[config.mk]
export PLATFORM = sky130hd
export DESIGN_NAME = cpu_state_seq
export DESIGN_NICKNAME = d
export VERILOG_FILES = /design/src/rtl/psc_pkg.sv /design/src/rtl/psc_rst_ctrl.sv /design/src/rtl/psc_fsm.sv /design/src/rtl/psc_vector.sv /design/src/rtl/cpu_state_seq.sv
export SDC_FILE = /design/constraint.sdc
export NUM_CORES = 1
export LEC_CHECK = 0
export ABC_CLOCK_PERIOD_IN_PS = 3350
export CELL_PAD_IN_SITES_DETAIL_PLACEMENT = 0
export CELL_PAD_IN_SITES_GLOBAL_PLACEMENT = 2
export CORE_MARGIN = 2
export CORE_UTILIZATION = 13
export DETAILED_ROUTE_END_ITERATION = 10
export GPL_ROUTABILITY_DRIVEN = 0
export PLACE_DENSITY_LB_ADDON = 0.05
export SLEW_MARGIN = 10
export SYNTH_ARGS = -nofsm -noshare
export SYNTH_HDL_FRONTEND = slang
export SYNTH_SLANG_ARGS = --single-unit
[constraint.sdc]
create_clock -name clk -period 3.35 [get_ports clk]
set_input_delay 0.67 -clock clk [delete_from_list [all_inputs] [get_ports clk]]
set_output_delay 0.67 -clock clk [all_outputs]
set_load 0.01 [all_outputs]
[src/rtl/psc_pkg.sv]
package psc_pkg;
  localparam int unsigned XLEN = 32;

  typedef enum logic [2:0] {
    ST_RESET  = 3'd0,
    ST_EXC    = 3'd1,
    ST_BUSREL = 3'd2,
    ST_RUN    = 3'd3,
    ST_SLEEP  = 3'd4
  } psc_state_e;
endpackage

[src/rtl/psc_rst_ctrl.sv]
module psc_rst_ctrl #(
  parameter int unsigned SYNC_STAGES = 2
) (
  input  logic clk,
  input  logic rst_pin_n,
  input  logic rst_kind_sel,
  output logic rst_sync_n,
  output logic kind_pon
);
  logic [SYNC_STAGES-1:0] sync_q;
  logic                   kind_q;
  logic                   kind_en;

  // Assert asynchronously, release through the synchronizer chain.
  always_ff @(posedge clk or negedge rst_pin_n) begin
    if (!rst_pin_n) sync_q <= '0;
    else            sync_q <= {sync_q[SYNC_STAGES-2:0], 1'b1};
  end

  assign rst_sync_n = sync_q[SYNC_STAGES-1];

  // Reset type is captured on every edge while reset is held.
  assign kind_en = !rst_sync_n;

  always_ff @(posedge clk) begin
    if (kind_en) kind_q <= rst_kind_sel;
  end

  assign kind_pon = kind_q;
endmodule

[src/rtl/psc_fsm.sv]
module psc_fsm
  import psc_pkg::*;
(
  input  logic       clk,
  input  logic       rst_pin_n,
  input  logic       rst_sync_n,
  input  logic       exc_req,
  input  logic       irq_req,
  input  logic       bus_req,
  input  logic       sleep_req,
  output psc_state_e state,
  output logic       cause_ld,
  output logic       cause_is_exc
);
  psc_state_e state_q, state_d;

  always_comb begin
    state_d      = state_q;
    cause_ld     = 1'b0;
    cause_is_exc = 1'b0;
    unique case (state_q)
      ST_RESET: begin
        if (rst_sync_n) state_d = ST_RUN;
      end
      ST_RUN: begin
        if (exc_req) begin
          state_d      = ST_EXC;
          cause_ld     = 1'b1;
          cause_is_exc = 1'b1;
        end else if (irq_req) begin
          state_d  = ST_EXC;
          cause_ld = 1'b1;
        end else if (bus_req) begin
          state_d = ST_BUSREL;
        end else if (sleep_req) begin
          state_d = ST_SLEEP;
        end
      end
      ST_EXC:    state_d = ST_RUN;
      ST_BUSREL: if (!bus_req) state_d = ST_RUN;
      ST_SLEEP: begin
        if (irq_req) begin
          state_d  = ST_EXC;
          cause_ld = 1'b1;
        end
      end
      default:   state_d = ST_RESET;
    endcase
    if (!rst_sync_n) begin
      state_d  = ST_RESET;
      cause_ld = 1'b0;
    end
  end

  always_ff @(posedge clk or negedge rst_pin_n) begin
    if (!rst_pin_n) state_q <= ST_RESET;
    else            state_q <= state_d;
  end

  assign state = state_q;

  // sleep is left only toward exception entry or reset
  a_r9_sleep_exit: assert property (@(posedge clk) disable iff (!rst_pin_n)
    (state_q == ST_SLEEP) |=> (state_q inside {ST_SLEEP, ST_EXC, ST_RESET}));

  // exception entry is transient
  a_r7_exc_one_cycle: assert property (@(posedge clk) disable iff (!rst_pin_n)
    (state_q == ST_EXC && rst_sync_n) |=> (state_q inside {ST_RUN, ST_RESET}));
endmodule

[src/rtl/psc_vector.sv]
module psc_vector #(
  parameter int unsigned XLEN  = 32,
  parameter int unsigned OFF_W = 12
) (
  input  logic             clk,
  input  logic             rst_pin_n,
  input  logic             cause_ld,
  input  logic             cause_is_exc,
  input  logic [OFF_W-1:0] exc_off,
  input  logic [OFF_W-1:0] irq_off,
  input  logic [XLEN-1:0]  vec_base,
  output logic [XLEN-1:0]  target
);
  localparam int unsigned PAD_W = XLEN - OFF_W;

  logic [OFF_W-1:0] off_q, off_d;

  assign off_d = cause_is_exc ? exc_off : irq_off;

  always_ff @(posedge clk or negedge rst_pin_n) begin
    if (!rst_pin_n)    off_q <= '0;
    else if (cause_ld) off_q <= off_d;
  end

  assign target = vec_base + {{PAD_W{1'b0}}, off_q};
endmodule

[src/rtl/cpu_state_seq.sv]
module cpu_state_seq
  import psc_pkg::*;
#(
  parameter int unsigned OFF_W       = 12,
  parameter int unsigned SYNC_STAGES = 2,
  parameter logic [31:0] RESET_VEC   = 32'hA000_0000,
  parameter logic [31:0] SR_ENTRY    = 32'h7000_0000
) (
  input  logic             clk,
  input  logic             rst_pin_n,
  input  logic             rst_kind_sel,
  input  logic             exc_req,
  input  logic [OFF_W-1:0] exc_off,
  input  logic             irq_req,
  input  logic [OFF_W-1:0] irq_off,
  input  logic [31:0]      vec_base,
  input  logic             bus_req,
  input  logic             sleep_req,
  input  logic [31:0]      cur_pc,
  input  logic [31:0]      cur_sr,
  input  logic [31:0]      cur_r15,
  output logic [2:0]       state_o,
  output logic             pc_load_o,
  output logic [31:0]      next_pc_o,
  output logic             spc_we_o,
  output logic [31:0]      spc_d_o,
  output logic             ssr_we_o,
  output logic [31:0]      ssr_d_o,
  output logic             sgr_we_o,
  output logic [31:0]      sgr_d_o,
  output logic             sr_load_o,
  output logic [31:0]      sr_d_o,
  output logic             periph_rst_o,
  output logic             busc_rst_o,
  output logic             bus_grant_o
);
  logic       rst_sync_n;
  logic       kind_pon;
  psc_state_e state;
  logic       cause_ld;
  logic       cause_is_exc;
  logic [31:0] target;
  logic       in_exc;
  logic       in_reset;
  logic       reset_exit;

  psc_rst_ctrl #(.SYNC_STAGES(SYNC_STAGES)) u_rst (
    .clk          (clk),
    .rst_pin_n    (rst_pin_n),
    .rst_kind_sel (rst_kind_sel),
    .rst_sync_n   (rst_sync_n),
    .kind_pon     (kind_pon)
  );

  psc_fsm u_fsm (
    .clk          (clk),
    .rst_pin_n    (rst_pin_n),
    .rst_sync_n   (rst_sync_n),
    .exc_req      (exc_req),
    .irq_req      (irq_req),
    .bus_req      (bus_req),
    .sleep_req    (sleep_req),
    .state        (state),
    .cause_ld     (cause_ld),
    .cause_is_exc (cause_is_exc)
  );

  psc_vector #(.XLEN(XLEN), .OFF_W(OFF_W)) u_vec (
    .clk          (clk),
    .rst_pin_n    (rst_pin_n),
    .cause_ld     (cause_ld),
    .cause_is_exc (cause_is_exc),
    .exc_off      (exc_off),
    .irq_off      (irq_off),
    .vec_base     (vec_base),
    .target       (target)
  );

  assign in_exc     = (state == ST_EXC);
  assign in_reset   = (state == ST_RESET);
  assign reset_exit = in_reset && rst_sync_n;

  assign state_o      = state;
  assign pc_load_o    = in_exc || reset_exit;
  assign next_pc_o    = in_exc ? target : RESET_VEC;
  assign spc_we_o     = in_exc;
  assign ssr_we_o     = in_exc;
  assign sgr_we_o     = in_exc;
  assign spc_d_o      = cur_pc;
  assign ssr_d_o      = cur_sr;
  assign sgr_d_o      = cur_r15;
  assign sr_load_o    = in_exc;
  assign sr_d_o       = cur_sr | SR_ENTRY;
  assign periph_rst_o = in_reset;
  assign busc_rst_o   = in_reset && kind_pon;
  assign bus_grant_o  = (state == ST_BUSREL);

  // only the five defined codes
  a_r1_legal_state: assert property (@(posedge clk) disable iff (!rst_pin_n)
    state_o <= 3'd4);

  // bus controller reset is a subset of peripheral reset
  a_r3_busc_subset: assert property (@(posedge clk) disable iff (!rst_pin_n)
    busc_rst_o |-> periph_rst_o);

  // leaving reset is preceded by a load of the reset vector
  a_r4_reset_vector: assert property (@(posedge clk) disable iff (!rst_pin_n)
    ($past(state_o) == 3'd0 && state_o == 3'd3) |->
      $past(pc_load_o && next_pc_o == RESET_VEC));

  // save strobes only after running or sleep
  a_r5_save_origin: assert property (@(posedge clk) disable iff (!rst_pin_n)
    $rose(spc_we_o) |-> ($past(state_o) == 3'd3 || $past(state_o) == 3'd4));

  // grant only follows a request
  a_r10_grant_req: assert property (@(posedge clk) disable iff (!rst_pin_n)
    $rose(bus_grant_o) |-> $past(bus_req));

  // no PC load while the bus is released
  a_r10_no_load: assert property (@(posedge clk) disable iff (!rst_pin_n)
    bus_grant_o |-> !pc_load_o && !spc_we_o);
endmodule

==> results of run 1 <==
registers in the layout (all words and copies together), names as in the netlist:
register,flops
u_rst.sync_q,2
u_fsm.state,3
u_rst.kind_pon,1
u_vec.off_q,12
worst paths after layout:
path,endpoint,startpoint
worst min-delay path,u_rst.sync_q[1],u_rst.sync_q[0]
worst max-delay path,next_pc_o[25],vec_base[5]
worst max register to register,u_vec.off_q[10],u_fsm.state[1]
max in group asynchronous,u_vec.off_q[10],rst_pin_n
min in group asynchronous,u_rst.sync_q[0],rst_pin_n
worst min register to register,u_rst.sync_q[1],u_rst.sync_q[0]
logic make-up (layout without fill, tap and decap cells):
kind of cell             count (synthesis)  in the layout
buffers and inverters                  152            199
AND/OR/NAND/NOR                        116            116
AO/OA/AOI/OAI                           78             79
multiplexers                            19             19
flip-flops                              18             18
adder cells (fa/ha/maj)                 13             13
XOR/XNOR                                13             13
other                                    1              4
cell usage in the layout, fill, tap and decap left out, types with 7 or more instances in the layout:
cell and n:
a21oi_1 7, a21oi_2 8, and3_1 9, buf_2 18
buf_4 72, buf_6 10, clkdlybuf4s50_1 67, dfrtp_1 17
dlygate4sd2_1 14, ha_4 10, mux2i_1 19, nand2_1 30
nand2b_1 7, nand3_1 8, nor2_1 23, nor3_1 7
o21ai_0 17, o21ai_1 7, xor2_1 10
layout make-up:
type	instances	area, sq um	area share [%]
Tap cell	319	399.1	8.785
Timing Repair Buffer	187	1593	35.06
Multi-Input combinational cell	244	1977	43.51
Inverter	8	30.03	0.6610
Sequential cell	18	455.4	10.02
Clock buffer	4	88.84	1.955
metrics by stage:
step / setup TNS (ns) / power, uW / instance area [sq um] / cells
floorplan: 0 / 864.0 / 3132 / 413
global placement: -20.93 / 1170 / 4026 / 758
detailed placement: -21.22 / 1167 / 4026 / 758
CTS: -0.02994 / 1673 / 4526 / 778
global route: -1.171 / 1787 / 4543 / 780
finish: -0.03303 / 1648 / 4543 / 780
where the power goes:
part / internal, uW / switching, uW
Combinational: 553 / 508
Sequential: 261 / 51.9
Clock: 182 / 92.1
per-layer routing:
metal	up-vias	share of wire, %
met5	-	0.063
met4	2	1.6
met3	36	6.4
met2	102	45
met1	1252	47
li1	1379	-
what timing repair did:
action,in CTS,in global routing
setup endpoints to repair,29,22
gates cloned,1,0
buffers inserted,15,2
resized for setup,161,12
pin swaps,32,11
hold buffers,0,0
==> flow_metrics.tcl, run 1 <==
set metrics [dict create \
    vias 2771 \
    cts_made_buffers 3 \
    async_reset_ff_share_pct 94.44 \
    utilization_pct 19.30 \
    yosys-top-cells-count "buf_4, nand2_1, nor2_1, mux2i_1, a21oi_1" \
    ant_nets 0 \
    track_usage_pct 8.580 \
    hold_viol 0 \
    netlist_area_sq_um 3120 \
    rows 56 \
    synth_edf_count 1 \
    rsz0062_at_grt "yes" \
    antennaDiodeCount 0 \
    vias_per_cell 3.553 \
    crit_chain "clkdlybuf4s50_1 -> ha_1 -> nand3_2 -> a21oi_4 -> o21ai_4 -> a2111o_1 -> o21ai_1 -> buf_2" \
    grt_pass1_wl_microns 17370 \
    crit_path_start_kind "input pin" \
    finalCriticalPeriod_ns 3.373 \
    grt-ovfl-total 0 \
    synth_compound_area_share_pct 17.20 \
    holdWs_ns 0.3600 \
    yosysTopAreaCell "buf_4" \
    synth_area_per_cell_sq_um 7.611 \
    core-area_sq_um 23540 \
    ir_drop_uv 169.7 \
    cp-end-kind "primary output" \
    setup_viol 2 \
    synth-seq-cells 18 \
    critPathMaxFanout 6 \
    syn2layout_area_growth_pct 45.59 \
    drc 0 \
    slew_headroom_pct 43.12 \
    ff2ff_setup_slack_ns 1.47 \
    pwr_density_cell_nw_per_um2 362.8 \
    htree_levels 1 \
    drive_gt1_share_pct 35.57 \
    cts_tree "done" \
    finalWirelength_microns 11090 \
    dp.final_hpwl_microns 8773 \
    hold_depth 0 \
    yosys_most_used_dff "dfrtp_1" \
    dr.pass1.iters 4 \
    clk_path_buf_depth 2 \
    yosysUniqueCellTypes 53 \
    synth_most_common_cell "buf_4" \
    use_met1_pct 11.33 \
    netlist.area_leader.share_pct 31.76 \
    pre_cts_ws_ns -0.9088 \
    antenna_found_initial 1 \
    clock_sinks 18 \
    initial_core_util_pct 13.25 \
    grt_max_degree 26 \
    grt_use_met3_pct 1.902 \
    synth_top_family_by_area "buffers and inverters" \
    fin_crit_sh_pct 100.7 \
    met2_usage_pct 14.01 \
    synthXorXnorAreaFrac_pct 3.649 \
    slowest_stage "a2111o_1" \
    reg2regPathDepth 5 \
    clkLatencyLatePin_ns 0.26 \
    violations "negative setup slack" \
    dr.first_iter.drc_count 75 \
    wl_per_cell_microns 14.22 \
    outcome "finished with violations" \
    p_leak_uw 0.001884 \
    fp.dieH_microns 158.9 \
    finClkSkew_ns 0.003279 \
    drv_cap 0 \
    nets 634 \
    critPathKind "input pin to primary output" \
    synth.yosys.seq_area_share_pct 14.60 \
    min_path_type "flip-flop to flip-flop" \
    numPortBuffers 105 \
    clockRootBuffer "clkbuf_16" \
    tightestPinTransition_ns 0.8505 \
    path_delay_family "compound AO/OA/AOI/OAI gates" \
    yosys.area_share.simple_pct 18.48 \
    synthTopCellsByArea "buf_4, dfrtp_1, mux2i_1" \
    grt-busiest-layer "met2" \
    die_w_microns 158.9 \
    slew_violations 0 \
    cp.depth 8 \
    synthMuxAreaShare_pct 6.095 \
    grt_pass1_vias 2956 \
    fin_ws_ns -0.02321 \
    path_buf_inv 2 \
    worstPathRequired_ns 2.68 \
    io_pins 330 \
    die_area_sq_um 25260 \
    yosys.area_share.adder_pct 5.453 \
    crit_arrival_ns 2.70 \
    fmax_ghz 0.2965 \
    synth_cells 410 \
    clkSlewWorstSetupHoldPaths_ns 0.06 \
    yosys_warnings 0 \
    fillers 2683 \
    critical_path.max_stage_delay_ns 0.42 \
]
No activity file was read; power rests on OpenSTA's default activity.
==> inputs of run 2 (changes only) <==
CTS_CLUSTER_DIAMETER = 100   (was unset)
==> results of run 2 <==
No change in the layout: final DEF, timing and power equal those of run 1.
==> inputs of run 3 (changes only) <==
CORE_MARGIN = 1   (was 2)
==> flow_metrics.tcl, run 3 (synthesis results as in run 1) <==
set metrics [dict create \
    outcome "finished, final reports clean" \
    fp.dieH_microns 156.9 \
    pre_cts_ws_ns -0.8912 \
    clockRootBuffer "clkbuf_16" \
    p_leak_uw 0.001917 \
    grt_pass1_vias 2938 \
    switchingPower_uw 646.1 \
    drv_cap 0 \
    antenna_found_initial 1 \
    slew_violations 0 \
    timing.rr.start "u_fsm.state[0]" \
    slew_headroom_pct 42.70 \
    wl_per_cell_microns 14.31 \
    power_frac_seq_pct 19.1 \
    fin_setup_tns_ns 0 \
    cts_made_buffers 3 \
    fin_ws_ns 0.04066 \
    critPathLaunch "vec_base[0]" \
    nets 641 \
    finClkSkew_ns 0.003234 \
    clk_path_buf_depth 2 \
    min_path_type "flip-flop to flip-flop" \
    vias_per_cell 3.579 \
    dr.pass1.iters 4 \
    finalCriticalPeriod_ns 3.309 \
    numPortBuffers 105 \
    ff2ff_setup_slack_ns 1.48 \
    rsz0062_at_grt "yes" \
    final_common_cell "buf_4" \
    syn2layout_area_growth_pct 47.71 \
    grt_pass1_wl_microns 16660 \
    rows 56 \
    critPathKind "input pin to primary output" \
    die_w_microns 156.9 \
    crit_path_start_kind "input pin" \
    track_usage_pct 8.918 \
    grt-ovfl-total 0 \
    worstPathRequired_ns 2.68 \
    cts_hold_buf 0 \
    p_total_uw 1644 \
    core-area_sq_um 23470 \
    dp.final_hpwl_microns 9023 \
    hold_viol 0 \
    critPathMaxFanout 3 \
    fmax_ghz 0.3022 \
    setup_viol 0 \
    dr.first_iter.drc_count 47 \
    ant_nets 0 \
    pwr-share-comb_pct 66.0 \
    pwr_density_cell_nw_per_um2 356.8 \
    regMostFlops "u_vec.off_q" \
    cts_tree "done" \
    htree_levels 1 \
    clkPwrFrac_pct 14.9 \
    clkLatencyLatePin_ns 0.25 \
    internal-power_uw 998.3 \
    tightestPinTransition_ns 0.8568 \
    vias 2820 \
    initial_core_util_pct 13.29 \
    grt_max_degree 25 \
    r2r-end "u_vec.off_q[0]" \
    io_pins 330 \
    hold_depth 0 \
    layout_common_cells "buf_4, clkdlybuf4s50_1, nand2_1" \
    largest_reg_flops 12 \
    drc 0 \
    cp-end-kind "primary output" \
    swShare_pct 39.29 \
    cp-endpoint "next_pc_o[22]" \
    drive_gt1_share_pct 37.82 \
    fin_crit_sh_pct 98.79 \
    ir_drop_uv 144.5 \
    clock_sinks 18 \
    crit_arrival_ns 2.64 \
    finalWirelength_microns 11280 \
    reg2regPathDepth 6 \
    clkSlewWorstSetupHoldPaths_ns 0.05 \
    die_area_sq_um 24630 \
]
## run 3: changes by cell type in the layout (fill, tap and decap cells not counted), sizes merged
cell	previous run	this run
buf	101	110
clkbuf	7	8
clkdlybuf4s15	2	1
clkdlybuf4s50	67	65
diode	0	1
## run 3: what timing repair did
item	CTS	global route
gates cloned	1	0
setup buffers	14	3
setup endpoints to repair	30	17
gates resized for setup	167	24
pin swaps	24	22
## run 3: layout make-up
cell class | count | area (sq um)
fillers | 2647 | 18860
multi-input cells | 244 | 2007
repair buffers | 194 | 1637
flip-flops and latches | 18 | 455.4
well taps | 319 | 399.1
clock buffers | 4 | 78.83
inverters | 8 | 30.03
diodes | 1 | 2.502
## run 3: per-layer routing
layer | vias up | global-route usage, % | share of wire, % | wire length (microns)
li1 | 1391 | - | - | -
met1 | 1291 | 11.32 | 45 | 5122
met2 | 120 | 15.13 | 47 | 5310
met3 | 18 | 1.762 | 6.3 | 713
met4 | 0 | 2.661 | 1.1 | 128
met5 | - | 0 | 0 | 0
## run 3: worst min-delay path by stage
stage | startpoint | endpoint | slack, ns
2_1_floorplan | u_rst.sync_q[0] | u_rst.sync_q[1] | 0.33
3_3_place_gp | u_rst.sync_q[0] | u_rst.sync_q[1] | 0.34
3_5_place_dp | u_rst.sync_q[0] | u_rst.sync_q[1] | 0.34
4_1_cts | u_rst.sync_q[0] | u_rst.sync_q[1] | 0.35
5_1_grt | u_rst.sync_q[0] | u_rst.sync_q[1] | 0.36
6_report | u_rst.sync_q[0] | u_rst.sync_q[1] | 0.35
## run 3: power by group through the flow
stage	combinational [uW]	clock, uW	sequential [uW]
finish	1090	246	313
global route	1190	266	322
CTS	1070	259	315
detailed placement	894	0	303
global placement	900	0	301
floorplan	581	0	283
## run 3: per-stage QoR
stage	instances	hold slack (ns)	instance area (sq um)	util, %
2_1_floorplan	413	0.3312	3132	-
3_3_place_gp	765	0.3372	4079	17.38
3_5_place_dp	765	0.3364	4079	17.38
4_1_cts	784	0.3546	4511	19.22
5_1_grt	787	0.3573	4607	19.63
6_report	788	0.3492	4609	19.64
## run 3: worst max-delay path, cell delays in order
cell and delay, ns:
buf_8 0.07, ha_4 0.12, inv_2 0.04, fa_2 0.40
nor2b_4 0.15, o31ai_4 0.09, a2111oi_4 0.31, buf_6 0.15
buf_4 0.11, o211ai_1 0.09, xor2_1 0.15, nor2_1 0.13
buf_2 0.14
